**config.mk**
```make
export PLATFORM = sky130hd
export DESIGN_NAME = tick_timer
export DESIGN_NICKNAME = d
export VERILOG_FILES = /design/src/rtl/tmr_pkg.sv /design/src/rtl/tmr_prescale.sv /design/src/rtl/tmr_count.sv /design/src/rtl/tmr_flag.sv /design/src/rtl/tick_timer.sv
export SDC_FILE = /design/constraint.sdc
export NUM_CORES = 1
export LEC_CHECK = 0
export BUFFER_PORTS_ARGS = -buffer_cell sky130_fd_sc_hd__clkbuf_2
export CAP_MARGIN = 5
export CORE_ASPECT_RATIO = 1.4
export CORE_MARGIN = 8
export CORE_UTILIZATION = 24
export DETAILED_ROUTE_END_ITERATION = 12
export GPL_TIMING_DRIVEN = 0
export PLACE_DENSITY = 0.4
export SLEW_MARGIN = 5
export SYNTH_ARGS = -nofsm -noshare
export SYNTH_HDL_FRONTEND = slang
export SYNTH_SLANG_ARGS = --single-unit
```
**constraint.sdc**
```tcl
create_clock -name clk -period 3.5 [get_ports clk]
set_input_delay 0.7 -clock clk [delete_from_list [all_inputs] [get_ports clk]]
set_output_delay 0.7 -clock clk [all_outputs]
set_load 0.05 [all_outputs]
```
**src/rtl/tmr_pkg.sv**
```systemverilog
`timescale 1ns/1ps
package tmr_pkg;
   // register byte offsets (behavioural: software decodes these)
   localparam int unsigned OFF_LOAD  = 0;
   localparam int unsigned OFF_COUNT = 4;
   localparam int unsigned OFF_CTRL  = 8;
   localparam int unsigned OFF_STAT  = 12;

   // control bit positions
   localparam int unsigned CTL_RUN_BIT  = 0;
   localparam int unsigned CTL_RLD_BIT  = 1;
   localparam int unsigned CTL_IRQE_BIT = 2;

   // status bit position
   localparam int unsigned STAT_FLAG_BIT = 0;

   typedef struct packed {
      logic irq_en;
      logic reload;
      logic run;
   } tmr_mode_t;
endpackage

```
**src/rtl/tmr_prescale.sv**
```systemverilog
`timescale 1ns/1ps
// Tick generator: one tick every (div + 1) enabled cycles; restarts on request.
module tmr_prescale #(
   parameter int unsigned PSC_W  = 8,
   localparam int unsigned PSC_VW = (PSC_W > 0) ? PSC_W : 1
) (
   input  logic              clk,
   input  logic              rst_n,
   input  logic              run,
   input  logic              restart,
   input  logic [PSC_VW-1:0] div,
   output logic              tick
);
   generate
      if (PSC_W == 0) begin : g_nodiv
         // no divider: every enabled cycle is a tick
         assign tick = run & ~restart;
      end else begin : g_div
         logic [PSC_VW-1:0] phase_q;
         logic              at_end;

         assign at_end = (phase_q == div);
         assign tick   = run & at_end & ~restart;

         always_ff @(posedge clk or negedge rst_n) begin
            if (!rst_n) begin
               phase_q <= '0;
            end else if (restart || !run || at_end) begin
               phase_q <= '0;
            end else begin
               phase_q <= phase_q + 1'b1;
            end
         end
      end
   endgenerate
endmodule

```
**src/rtl/tmr_count.sv**
```systemverilog
`timescale 1ns/1ps
// Load register and live down-counter with one-shot / periodic behaviour.
module tmr_count #(
   parameter int unsigned DATA_W = 32
) (
   input  logic              clk,
   input  logic              rst_n,
   input  logic              tick,
   input  logic              reload,
   input  logic              load_wr,
   input  logic              cnt_wr,
   input  logic [DATA_W-1:0] wdata,
   output logic [DATA_W-1:0] load_q,
   output logic [DATA_W-1:0] cnt_q,
   output logic              evt
);
   localparam logic [DATA_W-1:0] ONE  = DATA_W'(1);
   localparam logic [DATA_W-1:0] ZERO = '0;

   logic              any_wr;
   logic              at_zero;
   logic [DATA_W-1:0] cnt_d;

   assign any_wr  = load_wr | cnt_wr;
   assign at_zero = (cnt_q == ZERO);

   // event: a 1->0 step, or a refill from zero in periodic mode
   assign evt = tick & ~any_wr & ((cnt_q == ONE) | (at_zero & reload));

   always_comb begin
      cnt_d = cnt_q;
      if (any_wr) begin
         cnt_d = wdata;
      end else if (tick) begin
         if (at_zero) begin
            cnt_d = reload ? load_q : ZERO;
         end else begin
            cnt_d = cnt_q - ONE;
         end
      end
   end

   always_ff @(posedge clk or negedge rst_n) begin
      if (!rst_n) begin
         cnt_q  <= '0;
         load_q <= '0;
      end else begin
         cnt_q <= cnt_d;
         if (load_wr) begin
            load_q <= wdata;
         end
      end
   end
endmodule

```
**src/rtl/tmr_flag.sv**
```systemverilog
`timescale 1ns/1ps
// Sticky event flag: set has priority over a write-one clear.
module tmr_flag (
   input  logic clk,
   input  logic rst_n,
   input  logic set,
   input  logic clr,
   output logic flag_q
);
   always_ff @(posedge clk or negedge rst_n) begin
      if (!rst_n) begin
         flag_q <= 1'b0;
      end else if (set) begin
         flag_q <= 1'b1;
      end else if (clr) begin
         flag_q <= 1'b0;
      end
   end
endmodule

```
**src/rtl/tick_timer.sv**
```systemverilog
`timescale 1ns/1ps
module tick_timer #(
   parameter int unsigned DATA_W  = 32,
   parameter int unsigned ADDR_W  = 4,
   parameter int unsigned PSC_W   = 8,
   parameter int unsigned PSC_LSB = 8
) (
   input  logic              clk,
   input  logic              rst_n,
   input  logic [ADDR_W-1:0] reg_addr,
   input  logic              reg_we,
   input  logic [DATA_W-1:0] reg_wdata,
   output logic [DATA_W-1:0] reg_rdata,
   output logic              irq_o
);
   import tmr_pkg::*;

   localparam int unsigned PSC_VW = (PSC_W > 0) ? PSC_W : 1;
   localparam logic [ADDR_W-1:0] A_LOAD  = ADDR_W'(OFF_LOAD);
   localparam logic [ADDR_W-1:0] A_COUNT = ADDR_W'(OFF_COUNT);
   localparam logic [ADDR_W-1:0] A_CTRL  = ADDR_W'(OFF_CTRL);
   localparam logic [ADDR_W-1:0] A_STAT  = ADDR_W'(OFF_STAT);

   // elaboration-time parameter checks
   generate
      if (DATA_W < 16) begin : g_chk_dw
         $error("tick_timer: DATA_W must be at least 16");
      end
      if (ADDR_W < 4) begin : g_chk_aw
         $error("tick_timer: ADDR_W must reach offset 0xC");
      end
      if (PSC_LSB < 3) begin : g_chk_lsb
         $error("tick_timer: divisor field overlaps mode bits");
      end
      if (PSC_LSB + PSC_VW > DATA_W) begin : g_chk_fit
         $error("tick_timer: divisor field exceeds data width");
      end
   endgenerate

   // write decode
   logic load_wr, cnt_wr, ctrl_wr, stat_wr;
   assign load_wr = reg_we & (reg_addr == A_LOAD);
   assign cnt_wr  = reg_we & (reg_addr == A_COUNT);
   assign ctrl_wr = reg_we & (reg_addr == A_CTRL);
   assign stat_wr = reg_we & (reg_addr == A_STAT);

   // control register
   tmr_mode_t         mode_q;
   logic [PSC_VW-1:0] div_q;
   logic              run_q, rld_q, ie_q;

   always_ff @(posedge clk or negedge rst_n) begin
      if (!rst_n) begin
         mode_q <= '0;
         div_q  <= '0;
      end else if (ctrl_wr) begin
         mode_q.run    <= reg_wdata[CTL_RUN_BIT];
         mode_q.reload <= reg_wdata[CTL_RLD_BIT];
         mode_q.irq_en <= reg_wdata[CTL_IRQE_BIT];
         div_q         <= reg_wdata[PSC_LSB +: PSC_VW];
      end
   end

   assign run_q = mode_q.run;
   assign rld_q = mode_q.reload;
   assign ie_q  = mode_q.irq_en;

   // datapath
   logic              tick;
   logic              evt;
   logic              flag_q;
   logic [DATA_W-1:0] load_q;
   logic [DATA_W-1:0] cnt_q;

   tmr_prescale #(.PSC_W(PSC_W)) u_psc (
      .clk     (clk),
      .rst_n   (rst_n),
      .run     (run_q),
      .restart (ctrl_wr),
      .div     (div_q),
      .tick    (tick)
   );

   tmr_count #(.DATA_W(DATA_W)) u_cnt (
      .clk     (clk),
      .rst_n   (rst_n),
      .tick    (tick),
      .reload  (rld_q),
      .load_wr (load_wr),
      .cnt_wr  (cnt_wr),
      .wdata   (reg_wdata),
      .load_q  (load_q),
      .cnt_q   (cnt_q),
      .evt     (evt)
   );

   tmr_flag u_flag (
      .clk    (clk),
      .rst_n  (rst_n),
      .set    (evt),
      .clr    (stat_wr & reg_wdata[STAT_FLAG_BIT]),
      .flag_q (flag_q)
   );

   assign irq_o = flag_q & ie_q;

   // read path
   logic [DATA_W-1:0] div_field;
   generate
      if (PSC_W > 0) begin : g_div_rd
         assign div_field = DATA_W'(div_q) << PSC_LSB;
      end else begin : g_div_none
         assign div_field = '0;
      end
   endgenerate

   logic [DATA_W-1:0] ctrl_rd;
   always_comb begin
      ctrl_rd = div_field;
      ctrl_rd[CTL_RUN_BIT]  = run_q;
      ctrl_rd[CTL_RLD_BIT]  = rld_q;
      ctrl_rd[CTL_IRQE_BIT] = ie_q;
   end

   always_comb begin
      reg_rdata = '0;
      unique case (reg_addr)
         A_LOAD:  reg_rdata = load_q;
         A_COUNT: reg_rdata = cnt_q;
         A_CTRL:  reg_rdata = ctrl_rd;
         A_STAT:  reg_rdata[STAT_FLAG_BIT] = flag_q;
         default: reg_rdata = '0;
      endcase
   end
endmodule

```
==> run summary, run 1 <==
On the worst path, the slowest cell contributes a delay of 0.54 ns. The logs give 2.49 nW for the static power due to leakage and 647 for the layout net count. The number of cell instances on the worst register-to-register path is 8. In the synthesized netlist, the number of instances is 523. Yosys attributes the largest share of cell area to dfrtp_1 (42%), mux2_2 (10%), nor2_1 (4.9%), xor2_1 (3.9%), a22o_1 (3.7%). The tool flagged a number of max-cap violations equal to 0. Among all cell types in the netlist, the one instantiated most often is dfrtp_1.

The first detailed-routing pass ran for 5 iterations. The arrival time of data at the critical path endpoint is 2.52 ns, and the number of DRC markers in iteration 0 is 267. The master of the slowest instance on the critical path is clkbuf_1. The logs give 72 for the number of placed I/O pins and 13700 um for the post-detailed-placement half-perimeter wirelength.

The share of the synthesized area in the top cell type was 0.425; the synthesized cell area was 4950 sq um. Worst reg2reg path endpoint: u_cnt.cnt_q[23]. Entering global routing, the biggest net connects 45 pins. Summed over all instances, the cell type with the most area after synthesis is dfrtp_1. Type of the worst setup path: in2out.

The number of antenna violations at the first check in global routing was 0; the share of power burned in combinational logic was 0.266. The tools report the flop-to-flop setup slack as 0.28 ns. The share of the yosys chip area belonging to registers came out at 0.425. The worst setup path is captured at a primary output.

By instance count, the cell type seen most on the critical path is clkbuf_2. The headroom to the max-slew limit was 0.425; the area of the core was 20400 sq um. The count of nets left with antenna violations once routing finished came out at 0. The clock passes through at most 2 buffers. The fraction of final layout cells with drive strength greater than 1 came out at 0.241. For this block, the via count after detailed routing is 4444.

The die is 137 um wide. Total length of routed wires: 18200 um. After synthesis the netlist holds a flip-flop and latch count of 84. In this run, CTS created clock tree buffers numbering 9. The synthesized net count was 565; the count of input and output buffers was 70. For this run, the top clock speed supported by timing is 311 MHz. The tools report the net switching power of the design as 0.00131 W.

The run finished with clean final reports. In the final routed layout, each cell accounts on average for 21.0 um. The clock net in this run drives a total of 84 sinks.

The critical path goes through clkbuf_2, or2_2, nor3_1, clkbuf_1, a22o_1, clkbuf_2. Global-route wire length before repair: 28100 um. Summing internal, switching and leakage power gives 0.00362 W. By count the netlist is led by dfrtp_1 (84), nor2_1 (65), mux2_2 (44), nand2_1 (44), a21oi_1 (31).

The total negative slack for setup checks is 0 ns, and the final design instance area without fill is 5980 sq um. The power density of the placed cells works out to 605 nW/um^2. TritonCTS built the clock tree. The floorplan step defined a die boundary enclosing 25500 sq um.

The worst-case vdd ir drop was 0.000242 V; the number of enable-type register cells in the synthesized netlist was 0. Top cell family by delay on the critical path: buffers and inverters. Weighted congestion at the end of routability-driven global placement: 0.859. The worst hold path belongs to the class in2async.

The logs give 5650 sq um for the post-place instance area and 0.296 for the share of total power in the clock network. Worst-path maximum fanout: 10. The worst register-to-register path begins at u_cnt.cnt_q[3].

The overall overflow remaining after global route was 0. The logs give 0.242 for the initial cell density of the core and 0 for the setup-violating endpoint count in the final report. The run gives 0.00230 W as the internal power component. Clock-pin slew was measured on the worst setup and hold paths at 0.06 ns. The number of different library cells used by synthesis comes to 51.

For this run, the number of Yosys warnings is 0. Type of element launching the critical path: a primary input. The mean area per synthesized cell is 9.46 sq um. The actual slew at the worst max-slew pin came out at 0.856 ns. Via count of the first global-routing pass: 4707. The signed area change from the synthesized netlist to the final layout works out to 20.9%. Counting the fill cells in the layout gives 2210.

For this run, the leading register cell type out of synthesis is dfrtp_1. Between clock sinks in the finished design, the worst skew comes to 0.00922 ns. In this run the clock root is driven by a clkbuf_16. The floorplan has 62 rows.

For this run, design rule violations remaining after detail routing come to 0. The final-report max-slew violation count was 0; the number of vias per cell was 5.13. Global routing usage summed across all routing layers: 0.147.

The post-route clock period utilization is 0.920, and the fraction of registers with async set/reset is 1.00. For the sequential fraction of design power, the log shows 0.438. The tools report the level count of the clock H-tree as 3. Switching power share of the total: 0.363.

Setup repair after global routing left no endpoint under its margin. The die height was 186 um; the total inserted antenna cells was 0. STA puts the critical path data required time at 2.80 ns.

The critical path contains buffers and inverters numbering 3 combined. The worst path in the final design needs a cycle of 3.22 ns, including I/O delays and setup. The run gives 0 as the final hold violation count.

The clock insertion delay at the later pin of the skew report came out at 0.35 ns.
==> stage by stage <==
stage               std cells  utilization  hold WS, ns  worst slack, ns
global route              866        0.293        0.451           0.0980
floorplan                 523            -        0.404            0.502
CTS                       866        0.293        0.428            0.258
global placement          849        0.275        0.508           -0.129
finish                    866        0.293        0.402            0.280
detailed placement        850        0.277        0.516           -0.112
==> metal layers <==
layer / vias to the layer above / track usage / share of wire
met3: 26 / 0.0259 / 0.041
met1: 2228 / 0.160 / 0.39
met5: - / 0 / 0
met4: 0 / 0.0575 / 0.024
li1: 2093 / - / -
met2: 97 / 0.273 / 0.55
==> registers in the layout, summed over array words and instances, names as in the netlist <==
name                 count
ie_q                     1
u_cnt.cnt_q             32
u_flag.flag_q            1
u_psc.g_div.phase_q      8
div_q                    8
u_cnt.load_q            32
run_q                    1
rld_q                    1
==> layout by cell type, fill, tap and decap left out, drive strengths merged, types with 4 or more instances in the layout <==
master,instances
nor2,65
nand3,14
nor3,17
and2,4
nor4,11
mux2i,13
nand2,44
clkbuf,109
or4,7
a21oi,31
xor2,22
and3,7
or2,6
mux2,44
dfrtp,84
a311oi,11
or3,6
a31oi,7
nand4,5
buf,5
xnor2,6
o21ai,29
a22o,21
==> final cells by class <==
cell class,count,area [sq um],share of cell area
Buffer,33,143,0.0239
Clock buffer,10,239,0.0400
Timing Repair Buffer,71,380,0.0636
Clock inverter,6,87.6,0.0147
Tap cell,256,320,0.0536
Multi-Input combinational cell,403,2700,0.451
Sequential cell,84,2100,0.352
Inverter,3,11.3,0.00188
==> power groups by stage <==
stage / sequential [W] / combinational, W / clock (W)
2_1_floorplan: 0.00147 / 0.000738 / 0
3_3_place_gp: 0.00158 / 0.000952 / 0
3_5_place_dp: 0.00160 / 0.000966 / 0
4_1_cts: 0.00158 / 0.000975 / 0.00110
5_1_grt: 0.00163 / 0.00107 / 0.00114
6_report: 0.00159 / 0.000961 / 0.00107
==> worst max path at each step <==
stage                                      start              end  slack [ns]  cells after the start
after floorplan                      reg_addr[2]     reg_rdata[1]        0.50                      6
after global placement    u_psc.g_div.phase_q[5]  u_cnt.cnt_q[27]       -0.13                      6
after detailed placement             reg_addr[2]  u_cnt.cnt_q[27]       -0.11                      7
after CTS                            reg_addr[1]    reg_rdata[30]        0.26                      6
after global routing              u_cnt.cnt_q[3]   u_cnt.cnt_q[1]         0.1                      8
final                                reg_addr[1]     reg_rdata[3]        0.28                      6
==> kinds of logic (layout without fill, tap and decap cells) <==
family / Yosys count / count (layout) / synth area share
simple gates: 193 / 193 / 0.192
compound gates: 121 / 121 / 0.164
flops: 84 / 84 / 0.425
mux: 58 / 58 / 0.131
buf+inv: 36 / 123 / 0.0311
xor+xnor: 28 / 28 / 0.0496
fa+ha+maj: 3 / 3 / 0.00759
==> what timing repair did <==
action / in CTS / in global routing
setup buffers: 0 / 0
resized for setup: 1 / 0
setup endpoints to repair: 1 / 0
hold buffers: 0 / 0
(Power assumes the default switching activity.)
==> inputs of run 2 (changes only) <==
Settings changed: REMOVE_ABC_BUFFERS set to 1, SYNTH_HIERARCHICAL set to 1.
==> run summary, run 2 <==
The number of cell instances on the worst register-to-register path is 5 (was 8), and the die height is 190 um (was 186 um). The area of the core is 21600 sq um (was 20400 sq um). Global routing usage summed across all routing layers: 0.131 (was 0.147). The time the worst path needs with I/O delays and setup was 3.30 ns (was 3.22 ns).

For the layout net count, the log shows 625 (was 647). The tools report the arrival time of data at the critical path endpoint as 3.51 ns (was 2.52 ns). The unique cell type count in the Yosys netlist was 56 (was 51). The total length of routed wires was 17100 um (was 18200 um).

The headroom to the max-slew limit was 0.199 (was 0.425); the worst clock skew on the final layout was 0.0120 ns (was 0.00922 ns). The cell row count is 64 (was 62), and the count of input and output buffers is 71 (was 70). The flop-to-flop setup slack came out at 0.31 ns (was 0.28 ns).

The post-route clock period utilization was 0.941 (was 0.920); the number of placed I/O pins was 72 (unchanged). The logs give 303 MHz (was 311 MHz) for the highest clock rate and 532 (was 523) for the gate count of the mapped netlist. The most common cell after layout, fill and taps aside was dfrtp_1 (unchanged). Start of the worst register-to-register path: u_cnt/cnt_q[16] (was u_cnt.cnt_q[3]).

The mean area per synthesized cell was 9.80 sq um (was 9.46 sq um); the maximum count of clock buffers along a single path was 2 (unchanged). Top cells by area, synth: dfrtp_1 (40%), mux2i_1 (7.9%), mux2_2 (7.6%), nor2_1 (3.5%), xor2_1 (3.2%) (was dfrtp_1 (42%), mux2_2 (10%), nor2_1 (4.9%), xor2_1 (3.9%), a22o_1 (3.7%)). The width of the die came out at 141 um (was 137 um).

The signed area change from the synthesized netlist to the final layout came out at 18.1% (was 20.9%). Top library cells by usage in the layout, fill and taps aside: dfrtp_1 (84), clkbuf_2 (69), nor2_1 (45) (was dfrtp_1 (84), clkbuf_2 (69), nor2_1 (65)). The tools report the setup-violating endpoint count in the final report as 0 (unchanged). The via count of the first global-routing pass is 4509 (was 4707), and the number of DRC markers in iteration 0 is 295 (was 267).

The largest area contributor in the netlist is dfrtp_1 (unchanged). The tools report the global-route wire length before repair as 27100 um (was 28100 um). For the placement-stage worst setup slack, the log shows -1.66 ns (was -0.112 ns). TritonCTS built the clock tree. Clock transition time at the flip-flop clock pins of the worst setup and hold paths: 0.06 ns (about the same).

The global routing met1 resource utilization came out at 0.157 (was 0.160). The path category of the worst min-delay check was in2async (unchanged). The tools report the initial cell density of the core as 0.241 (was 0.242). The total instance count after detailed placement was 832 (was 850).

Total clock buffers created by CTS: 9 (unchanged). The type of the worst setup path was in2reg (was in2out). The actual slew at the worst max-slew pin is 1.20 ns (was 0.856 ns), and the pin count of the biggest net entering global routing is 53 (was 45).

The power density of the placed cells was 619 nW/um^2 (was 605 nW/um^2). The average wire per standard cell came out at 20.0 um (was 21.0 um). For the number of detailed-route iterations in the first pass, the log shows 4 (was 5). The flow ran to the end, and the final reports show no timing, DRC or antenna violations. The synthesis warning total is 6 (was 0).

The static power due to leakage was 2.64 nW (was 2.49 nW); the max-cap check violation count was 0 (unchanged). The leading cell type by number of instances after synthesis was dfrtp_1 (unchanged). Setup repair after global routing left no endpoint under its margin. The cell chosen for the clock root was clkbuf_16 (unchanged). The worst setup margin was 0.205 ns (was 0.280 ns); the global routing met3 resource utilization was 0.0288 (was 0.0259). The final hold violation count was 0 (unchanged); the number of enable-type register cells in the synthesized netlist was 0 (unchanged).

The via count came out at 4327 (was 4444). CTS sink count: 84 (unchanged). The tools report the required time of the critical path as 3.72 ns (was 2.80 ns). The total die area was 26800 sq um (was 25500 sq um). The share of the synthesized area in the top cell type is 0.403 (was 0.425), and the total of flip-flops plus latches after synthesis is 84 (unchanged). The weighted congestion at the end of routability-driven global placement was 0.752 (was 0.859). The tools report the total of hold buffers inserted after clock tree synthesis as 0 (unchanged). The share of the yosys chip area belonging to registers is 0.403 (was 0.425). The category of the worst setup path capture point is a flip-flop (was a primary output).

The level count of the clock H-tree came out at 3 (unchanged). The tools report the type of element launching the critical path as a primary input (unchanged). The post-detailed-placement half-perimeter wirelength was 11800 um (was 13700 um). The final standard cell count with taps included and fillers excluded is 852 (was 866).

The dominant synthesized flop cell is dfrtp_1 (unchanged). The logs give 0 (unchanged) for the DRC violation count after routing and 5220 sq um (was 4950 sq um) for the synthesized cell area. The met2 track utilization from global routing is 0.228 (was 0.273).

The final-report max-slew violation count came out at 0 (unchanged). The overall overflow remaining after global route is 0 (unchanged), and the number of antenna violations at the first check in global routing is 0 (unchanged). Top cells by count, synth: dfrtp_1 (84), nor2_1 (48), mux2i_1 (41) (was dfrtp_1 (84), nor2_1 (65), mux2_2 (44), nand2_1 (44), a21oi_1 (31)). Worst reg2reg path endpoint: u_cnt/cnt_q[13] (was u_cnt.cnt_q[23]). The total inserted antenna cells is 0 (unchanged). The fraction of registers with async set/reset came out at 1.00 (unchanged).

Largest registers: u_cnt/cnt_q x32, u_cnt/load_q x32 (was u_cnt.cnt_q x32, u_cnt.load_q x32). The worst-case vdd ir drop is 0.000293 V (was 0.000242 V). The worst-path maximum fanout was 40 (was 10). The count of fill cells added during filler insertion was 2342 (was 2210).

Number of vias per cell: 5.08 (was 5.13). The most crowded layer after global routing is met2 (unchanged). Fraction of final layout cells with drive strength greater than 1: 0.260 (was 0.241). The logs give 0 (unchanged) for the post-detailed-route count of antenna-violating nets and 0.35 ns (about the same) for the clock insertion delay at the later pin of the skew report.
-- run 2: worst max-delay path by stage --
stage                startpoint               to  slack (ns)  cells after the start
floorplan           reg_addr[1]  u_cnt/cnt_q[23]       -1.10                      7
global placement    reg_addr[1]  u_cnt/cnt_q[23]       -4.65                      8
detailed placement  reg_addr[2]  u_cnt/cnt_q[15]       -1.66                     10
CTS                 reg_addr[2]  u_cnt/cnt_q[27]        0.03                     10
global route        reg_addr[1]  u_cnt/cnt_q[15]        0.01                      9
finish              reg_addr[1]  u_cnt/cnt_q[15]        0.20                      9
-- run 2: area by class of cell --
cell class                      instances  area [sq um]  area share
Tap cell                              264           330      0.0536
Multi-Input combinational cell        405          2940       0.476
Timing Repair inverter                  1          5.00    0.000812
Clock buffer                           10           229      0.0372
Inverter                                6          26.3     0.00426
Sequential cell                        84          2100       0.341
Clock inverter                          6          88.8      0.0144
Timing Repair Buffer                   76           444      0.0721
-- run 2: power by group --
part	total [W]	switching, W	internal [W]
sequential	0.00164	0.000398	0.00124
clock	0.00105	0.000420	0.000626
combinational	0.00113	0.000599	0.000527
-- run 2: cells by family after synthesis --
| family | Yosys count | share of synthesized area |
|---|---|---|
| fa+ha+maj | 3 | 0.00720 |
| mux | 85 | 0.180 |
| simple gates | 180 | 0.186 |
| flops | 84 | 0.403 |
| buf+inv | 43 | 0.0391 |
| compound gates | 107 | 0.132 |
| xor+xnor | 30 | 0.0518 |
-- run 2: stage by stage --
step	area [sq um]	util	total power (W)	hold slack (ns)	TNS, ns
2_1_floorplan	5030	-	0.00240	0.404	-24.78
3_3_place_gp	5720	0.265	0.00276	0.491	-181.24
3_5_place_dp	5790	0.268	0.00279	0.500	-37.10
4_1_cts	6140	0.284	0.00386	0.364	0
5_1_grt	6160	0.285	0.00408	0.386	0
6_report	6160	0.285	0.00381	0.358	0
-- run 2: layer usage --
metal	vias to the layer above	wire length [um]
li1	2058	-
met1	2179	7400
met2	75	8780
met3	15	620
met4	0	268
met5	-	0
-- run 2: worst max-delay path, stage by stage --
cell,delay (ns)
clkbuf_2,0.09
or3_2,0.82
nor2_4,0.27
buf_16,0.20
or2_4,0.48
nor2_2,0.17
and4_2,0.33
a221oi_1,0.30
o21ai_0,0.13
-- run 2: timing repair --
action | 4_1_cts | 5_1_grt
pin swaps | 1 | 1
gates cloned | 1 | 0
setup buffers | 1 | 2
resized for setup | 7 | 1
endpoints found under the setup margin | 39 | 10
==> inputs of run 3 (changes only) <==
Settings changed: MAX_ROUTING_LAYER set to met4.
==> run summary, run 3 (synthesis results as in run 2) <==
The count of input and output buffers is 71 (unchanged), and the total clock buffers created by CTS is 9 (unchanged). The fraction of final layout cells with drive strength greater than 1 is 0.260 (unchanged). The worst-path maximum fanout is 40 (unchanged), and the count of fill cells added during filler insertion is 2342 (unchanged). Crit path cell chain: clkbuf_2, or3_2, nor2_4, buf_16, or2_4, nor2_2, and4_2, a221oi_1, o21ai_0 (unchanged).

The signed area change from the synthesized netlist to the final layout came out at 18.1% (unchanged). Master of the slowest instance on the critical path: or3_2 (unchanged). The tools report the global routing usage summed across all routing layers as 0.135 (was 0.131). The number of antenna violations at the first check in global routing was 0 (unchanged). Clock transition time at the flip-flop clock pins of the worst setup and hold paths: 0.06 ns (about the same). The category of the worst setup path capture point is a flip-flop (unchanged). The logs give 53 (unchanged) for the pin count of the biggest net entering global routing and 72 (unchanged) for the number of placed I/O pins. The final-report max-slew violation count is 0 (unchanged), and the number of vias per cell is 5.09 (was 5.08). The time the worst path needs with I/O delays and setup is 3.30 ns (about the same).

The number of DRC markers in iteration 0 was 277 (was 295). The post-detailed-placement half-perimeter wirelength was 11800 um (unchanged); the total length of routed wires was 17000 um (was 17100 um). The required time of the critical path was 3.71 ns (was 3.72 ns). The tools report the DRC violation count after routing as 0 (unchanged).

Average wire per standard cell: 20.0 um (about the same). The arrival time of data at the critical path endpoint was 3.51 ns (about the same); the critical path buffer and inverter count was 2 (unchanged). The cell chosen for the clock root was clkbuf_16 (unchanged). The tools report the via count as 4336 (was 4327).

The logs give 0 ns (unchanged) for the total negative slack for setup checks and 6160 sq um (unchanged) for the final design instance area without fill. The run gives 0.0115 ns (was 0.0120 ns) as the worst clock skew on the final layout. The most common cell after layout, fill and taps aside was dfrtp_1 (unchanged).

The post-place instance area came out at 5790 sq um (unchanged). For the total inserted antenna cells, the log shows 0 (unchanged). The path category of the worst min-delay check is in2async (unchanged). Top library cells by usage in the layout, fill and taps aside: dfrtp_1 (84), clkbuf_2 (69), nor2_1 (45) (unchanged). The total die area came out at 26800 sq um (unchanged). For the headroom to the max-slew limit, the log shows 0.193 (was 0.199).

The via count of the first global-routing pass was 4511 (was 4509); the max-cap check violation count was 0 (unchanged). The weighted congestion at the end of routability-driven global placement is 0.760 (was 0.752). The top cell family by delay on the critical path was simple AND/OR/NAND/NOR gates (unchanged). Largest registers: u_cnt/cnt_q x32, u_cnt/load_q x32 (unchanged). The logs give 0.241 (unchanged) for the initial cell density of the core and 4 (unchanged) for the number of detailed-route iterations in the first pass. The power density of the placed cells is 618 nW/um^2 (was 619 nW/um^2). The setup-violating endpoint count in the final report is 0 (unchanged). The width of the die works out to 141 um (unchanged). The area of the core is 21600 sq um (unchanged), and the layout net count is 625 (unchanged).

The total of hold buffers inserted after clock tree synthesis is 0 (unchanged), and the final hold violation count is 0 (unchanged). The actual slew at the worst max-slew pin was 1.21 ns (was 1.20 ns); the highest clock rate was 303 MHz (about the same). The run gives 27000 um (was 27100 um) as the global-route wire length before repair. The cell row count is 64 (unchanged). For the level count of the clock H-tree, the log shows 3 (unchanged). Delay of the slowest cell on the worst path: 0.82 ns (about the same). TritonCTS built the clock tree. The logs give 0 (unchanged) for the overall overflow remaining after global route and 84 (unchanged) for the CTS sink count. The tools report the post-detailed-route count of antenna-violating nets as 0 (unchanged).

The worst-case vdd ir drop came out at 0.000291 V (was 0.000293 V). Type of element launching the critical path: a primary input (unchanged). Setup repair after global routing left no endpoint under its margin.

Die height: 190 um (unchanged). The flow ran to the end, and the final reports show no timing, DRC or antenna violations. The logs give 2 (unchanged) for the maximum count of clock buffers along a single path and 0.35 ns (about the same) for the clock insertion delay at the later pin of the skew report. Static power due to leakage: 2.64 nW (unchanged). Type of the worst setup path: in2reg (unchanged). The post-route clock period utilization was 0.942 (was 0.941).
run 3: what timing repair did:
item / in CTS / in global routing
setup buffers: 1 / 2
resized for setup: 7 / 1
setup endpoints to repair: 39 / 10
gates cloned: 1 / 0
hold endpoints to repair: 0 / 0
pin swaps: 1 / 1
run 3: final cells by class:
cell class	instances	area (sq um)	area share
timing repair inverter	1	5.00	0.000812
clock buffer	10	229	0.0372
tap	264	330	0.0536
timing repair buffer	76	444	0.0721
inverter	6	26.3	0.00426
sequential	84	2100	0.341
multi-input combinational	405	2940	0.476
clock inverter	6	88.8	0.0144
run 3: metrics by stage:
stage               utilization  setup WS (ns)  power, W  hold slack [ns]  std cells
global route              0.285         0.0144   0.00408            0.384        852
global placement          0.265          -4.65   0.00276            0.491        830
detailed placement        0.268          -1.66   0.00279            0.500        832
floorplan                     -          -1.10   0.00240            0.404        495
CTS                       0.284         0.0277   0.00386            0.364        850
finish                    0.285          0.202   0.00381            0.357        852
run 3: worst paths after layout:
check                           slack, ns  cells past startpoint                endpoint              startpoint
min in group clk                     0.51                      1  u_psc/g_div.phase_q[0]  u_psc/g_div.phase_q[0]
worst max-delay path                 0.20                      9         u_cnt/cnt_q[15]             reg_addr[1]
worst min register to register       0.51                      1  u_psc/g_div.phase_q[0]  u_psc/g_div.phase_q[0]
worst min-delay path                 0.36                      1                    ie_q                   rst_n
max in group asynchronous            2.48                      2         u_cnt/load_q[7]                   rst_n
worst max register to register       0.28                      5         u_cnt/cnt_q[13]         u_cnt/cnt_q[16]
run 3: per-layer routing:
layer  vias to the layer above  share of wire  routed length (um)  global-route usage
met4                         0          0.018                 301              0.0427
met3                        17          0.028                 473              0.0238
met2                        94           0.51                8720               0.228
li1                       2061              -                   -                   -
met5                         -              0                   0                   -
met1                      2164           0.44                7500               0.160
run 3: where the power goes:
part	internal, W	switching, W
registers	0.00124	0.000397
logic	0.000527	0.000600
clock network	0.000626	0.000416
total	0.00239	0.00141
